**src/rtl/hdr_scan_pkg.sv**
```systemverilog
package hdr_scan_pkg;
  typedef enum logic {
    SCAN_IDLE = 1'b0,
    SCAN_RUN  = 1'b1
  } scan_state_e;
endpackage

```
**src/rtl/hdr_win_counter.sv**
```systemverilog
// Counts bytes accepted in the current scan and flags the final window slot.
module hdr_win_counter #(
  parameter int WINDOW_BYTES = 64
) (
  input  logic clk,
  input  logic rst,
  input  logic clear,
  input  logic step,
  output logic last_slot
);
  localparam int CNT_W = (WINDOW_BYTES > 1) ? $clog2(WINDOW_BYTES) : 1;
  localparam logic [CNT_W-1:0] LAST_IDX = CNT_W'(WINDOW_BYTES - 1);

  logic [CNT_W-1:0] count_q;

  always_ff @(posedge clk) begin
    if (rst || clear) begin
      count_q <= '0;
    end else if (step && (count_q != LAST_IDX)) begin
      count_q <= count_q + 1'b1;
    end
  end

  // High when the byte now presented occupies the last slot of the window.
  assign last_slot = (count_q == LAST_IDX);
endmodule

```
**src/rtl/hdr_sync_det.sv**
```systemverilog
// Detects the two-byte marker across consecutive accepted bytes.
module hdr_sync_det #(
  parameter int              DATA_W  = 8,
  parameter logic [DATA_W-1:0] SYNC_HI = 8'hAA,
  parameter logic [DATA_W-1:0] SYNC_LO = 8'h99
) (
  input  logic              clk,
  input  logic              rst,
  input  logic              clear,
  input  logic              step,
  input  logic [DATA_W-1:0] data,
  output logic              pair_hit
);
  logic hi_seen_q;

  // Every accepted byte re-evaluates the first half, so padding or any other
  // byte that is not the first half drops a pending match.
  always_ff @(posedge clk) begin
    if (rst || clear) begin
      hi_seen_q <= 1'b0;
    end else if (step) begin
      hi_seen_q <= (data == SYNC_HI);
    end
  end

  assign pair_hit = step && hi_seen_q && (data == SYNC_LO);
endmodule

```
**src/rtl/hdr_scan_ctrl.sv**
```systemverilog
// Scan sequencing and registered verdict.
module hdr_scan_ctrl
  import hdr_scan_pkg::*;
(
  input  logic clk,
  input  logic rst,
  input  logic start,
  input  logic step,
  input  logic pair_hit,
  input  logic last_slot,
  output logic busy,
  output logic done,
  output logic found
);
  scan_state_e state_q;

  always_ff @(posedge clk) begin
    if (rst) begin
      state_q <= SCAN_IDLE;
      done    <= 1'b0;
      found   <= 1'b0;
    end else if (start) begin
      state_q <= SCAN_RUN;
      done    <= 1'b0;
      found   <= 1'b0;
    end else begin
      done <= 1'b0;
      if (state_q == SCAN_RUN && step) begin
        if (pair_hit) begin
          state_q <= SCAN_IDLE;
          done    <= 1'b1;
          found   <= 1'b1;
        end else if (last_slot) begin
          state_q <= SCAN_IDLE;
          done    <= 1'b1;
          found   <= 1'b0;
        end
      end
    end
  end

  assign busy = (state_q == SCAN_RUN);
endmodule

```
**src/rtl/bitstream_hdr_check.sv**
```systemverilog
module bitstream_hdr_check #(
  parameter int                WINDOW_BYTES = 64,
  parameter int                DATA_W       = 8,
  parameter logic [DATA_W-1:0] SYNC_HI      = 8'hAA,
  parameter logic [DATA_W-1:0] SYNC_LO      = 8'h99
) (
  input  logic              clk,
  input  logic              rst,
  input  logic              scan_start,
  input  logic              byte_valid,
  input  logic [DATA_W-1:0] byte_data,
  output logic              scan_busy,
  output logic              scan_done,
  output logic              hdr_ok
);
  logic step;
  logic pair_hit;
  logic last_slot;

  // A start pulse wins over a byte in the same cycle.
  assign step = byte_valid && scan_busy && !scan_start;

  hdr_win_counter #(
    .WINDOW_BYTES(WINDOW_BYTES)
  ) u_cnt (
    .clk      (clk),
    .rst      (rst),
    .clear    (scan_start),
    .step     (step),
    .last_slot(last_slot)
  );

  hdr_sync_det #(
    .DATA_W (DATA_W),
    .SYNC_HI(SYNC_HI),
    .SYNC_LO(SYNC_LO)
  ) u_det (
    .clk     (clk),
    .rst     (rst),
    .clear   (scan_start),
    .step    (step),
    .data    (byte_data),
    .pair_hit(pair_hit)
  );

  hdr_scan_ctrl u_ctrl (
    .clk      (clk),
    .rst      (rst),
    .start    (scan_start),
    .step     (step),
    .pair_hit (pair_hit),
    .last_slot(last_slot),
    .busy     (scan_busy),
    .done     (scan_done),
    .found    (hdr_ok)
  );
endmodule

```
**config.mk**
```make
export PLATFORM = sky130hd
export DESIGN_NAME = bitstream_hdr_check
export DESIGN_NICKNAME = d
export VERILOG_FILES = /design/src/rtl/hdr_scan_pkg.sv /design/src/rtl/hdr_win_counter.sv /design/src/rtl/hdr_sync_det.sv /design/src/rtl/hdr_scan_ctrl.sv /design/src/rtl/bitstream_hdr_check.sv
export SDC_FILE = /design/constraint.sdc
export NUM_CORES = 1
export LEC_CHECK = 0
export BUFFER_PORTS_ARGS = -buffer_cell sky130_fd_sc_hd__clkbuf_2
export CORE_AREA = 3 3 40 42
export DETAILED_ROUTE_END_ITERATION = 10
export DIE_AREA = 0 0 43 45
export SYNTH_ARGS = -nofsm -noshare
export SYNTH_HDL_FRONTEND = slang
export SYNTH_SLANG_ARGS = --single-unit
```
**constraint.sdc**
```tcl
create_clock -name clk -period 3.5 [get_ports clk]
set_input_delay 0.7 -clock clk [delete_from_list [all_inputs] [get_ports clk]]
set_output_delay 0.7 -clock clk [all_outputs]
set_load 0.01 [all_outputs]
```
==> results by group <==
Yosys
  • Syn nets: 70
  • Top FF cell, synth: dfxtp_1
  • Register area share after synthesis: 0.418
  • Post-synthesis average cell area: ~8.4 um^2
  • Xor-xnor portion of the synthesized cell area: 0.0183
  • Simple-Gate Fraction of Synth Area: 0.347
  • Count of different cell masters after synthesis: 26
  • Synth top cells by count: dfxtp_1, a21oi_1, nand2_1, nor2_1, nor3_1
  • Synth Warn #: 0
  • Compound-Gate Fraction of Synth Area: 0.131
  • Post-synthesis cell count: 57
  • Mux cell area share after synthesis: 0.0209
  • Number of synthesized flops with an enable pin: 0
  • Adder-cell share of the synthesized area: 0.0261
  • Post-synthesis async set-or-reset flop share: 0
  • Largest family of logic cells by synthesized area: simple AND/OR/NAND/NOR gates
  • Count leader, synth: dfxtp_1
  • Yosys top cell by area: dfxtp_1
  • Top cell type's share of synthesized area: 0.418
  • Post-Syn Area: about 480 um^2
  • Synth top area cells: dfxtp_1, a21oi_1, nor3_1, nor4bb_1, nand2_1
  • Yosys reg bits: 10

Global route
  • Number of global-route vias before repair: about 410
  • Total grt overflow: 0
  • Largest net degree at the start of global routing: 9
  • Initial antenna violation count: 0
  • Global-route wire length before repair: ~1600 um
  • All-Layer GR Usage: 0.118

Clock tree
  • TritonCTS clock tree: done
  • H-tree depth: 1
  • Clock-pin slew on the worst setup and hold paths: approximately 0.060 ns
  • Cts repair resizes: 0
  • CTS root buf: clkbuf_4
  • CTS Buf Count: 3
  • Worst-case clock buffer depth: 2
  • Post-CTS setup buffer count: 0
  • # hold bufs at CTS: 0
  • Clock sink total: 10
  • Worst skew pair latency: 0.26 ns

Place
  • Placed Area: 557 um^2
  • HPWL after DPL: about 750 um
  • Gp weighted congestion: between 0.7 and 0.8
  • I/O Buffers: 14

Timing
  • F_max: approximately 660 MHz
  • Tmin final: 1.51 ns
  • Max_slew headroom: 0.792
  • Fin Clk Skew: around 0.0036 ns
  • Setup TNS: 0 ns
  • Hold Vio Cnt, Final: 0
  • Unrepaired setup endpoints after global routing: no
  • Crit share post-route: 0.432
  • Slew @ Worst Pin: around 0.3 ns
  • Endpoints failing setup: 0
  • Max Transition Viols Final: 0

Floorplan
  • Die area: between 1500 and 2000 um^2
  • Site Rows: 13
  • Die H: roughly 45 um
  • CORE AREA: 1280 um^2
  • Io pins: 15
  • Die X: 43 um
  • Initial core utilization: 0.373

Cells and area
  • Share of cells above drive strength 1: 0.250
  • Final Util: 0.451
  • Fin area: 579 um^2
  • Area delta synth->final: 20.9%
  • NumNets Final: 87
  • Ant diodes: 0
  • Fillcell total: 124

Worst setup path
  • Crit path max-delay family: simple AND/OR/NAND/NOR gates
  • Reg-to-reg slack, setup: around 2 ns
  • Cells on worst reg2reg path: 5
  • End of the critical path: u_cnt.count_q[3]
  • CP cell instances: clkbuf_2, and3b_1, nand4_1, or3_1, a21oi_1
  • CP Capture Type: flop
  • Crit-path max cell delay: 0.33 ns
  • Crit path buf inv count: 1
  • R2R Path End: u_cnt.count_q[2]
  • Worst Setup Path Type: in2reg
  • Slowest stage cell on the critical path: and3b_1
  • CP arrival: 1.70 ns
  • Reg2reg start: u_cnt.count_q[0]
  • Worst Setup SP: scan_start
  • CP Launch Type: input port
  • Crit. path cell count: 5
  • Required @ worst endpoint: 3.69 ns
  • Worst-path maximum fanout: 7

Drt
  • Total wire length: between 900 and 1000 um
  • DR WL/cell: approximately 11 um
  • Router iterations before antenna repair: 4
  • DR DRC count: 0
  • Vias per cell: 5.21
  • Vias: 453
  • DRT iter0 DRCs: 8
  • Post-DRT Antenna Nets: 0

Job
  • Max-cap violation count: 0

Pwr
  • VDD IR max: 0.214 mV
  • Leakage power: 0.237 nW
  • Power Total: roughly 210 uW
  • Power Density: about 360 nW/um^2

Worst hold path
  • Hold Crit Depth: 2
  • Worst hold path class: reg2reg

Outcome
  • Outcome: completed
## cell families (layout without fill, tap and decap cells)
kind of cell	count (synthesis)	in the layout
muxes	1	1
xor gates and xnor gates	1	1
adders and majority gates	1	1
and+or+nand+nor	29	29
buffers and inverters	4	19
DFF	10	10
AOI/OAI and AO/OA	11	11
## stage by stage
step,hold slack (ns),instances,worst slack [ns]
5_1_grt,0.503,87,1.83
3_3_place_gp,0.445,84,1.75
3_5_place_dp,0.451,84,1.72
2_1_floorplan,0.432,57,1.91
6_report,0.459,87,1.99
4_1_cts,0.460,87,1.99
## worst reg2reg max path, delay by kind of cell, from the launching register on
family        cells  cell delay, ns
flops             1            0.40
fa+ha+maj         1            0.26
simple gates      4            0.75
## worst min-delay path by stage
stage               startpoint              end
2_1_floorplan  u_det.hi_seen_q  u_det.hi_seen_q
3_3_place_gp   u_det.hi_seen_q  u_det.hi_seen_q
3_5_place_dp   u_det.hi_seen_q  u_det.hi_seen_q
4_1_cts        u_det.hi_seen_q  u_det.hi_seen_q
5_1_grt        u_det.hi_seen_q  u_det.hi_seen_q
6_report       u_det.hi_seen_q  u_det.hi_seen_q
## layout make-up
type	instances	area, um^2	area share
clock buffer	3	22.5	0.0389
inverter	2	7.51	0.0130
multi-input combinational	43	260	0.449
tap	15	18.8	0.0324
timing repair buffer	14	70.1	0.121
sequential	10	200	0.346
## report_power, final
| part | internal (mW) | leakage [nW] | total, mW | switching, mW |
|---|---|---|---|---|
| clock | 0.0395 | 0.0138 | 0.0744 | 0.0349 |
| combinational | 0.00943 | 0.142 | 0.0185 | 0.00910 |
| sequential | 0.115 | 0.0809 | 0.117 | 0.00190 |
## registers in the layout (all words and copies together) (netlist names)
register and cells:
u_cnt.count_q 6, u_ctrl.busy 1, u_ctrl.done 1, u_ctrl.found 1, u_det.hi_seen_q 1
## layer usage
layer | track usage | wire length (um)
met5 | 0 | 0
met4 | 0.0361 | 13
met3 | 0.0717 | 48
met2 | 0.189 | 436
met1 | 0.132 | 474
## layout by cell type (no fill, tap or decap), drive strengths merged
cell and count:
a211oi 2, a21oi 5, and3 1, and3b 1, and4b 1, clkbuf 17
dfxtp 10, ha 1, inv 2, mux2i 1, nand2 5, nand3 2
nand3b 1, nand4 2, nor2 5, nor2b 1, nor3 5, nor4bb 2
o21ai 3, o31ai 1, or2 1, or3 1, or4b 1, xor2 1
Power figures use the tool's default switching activity.
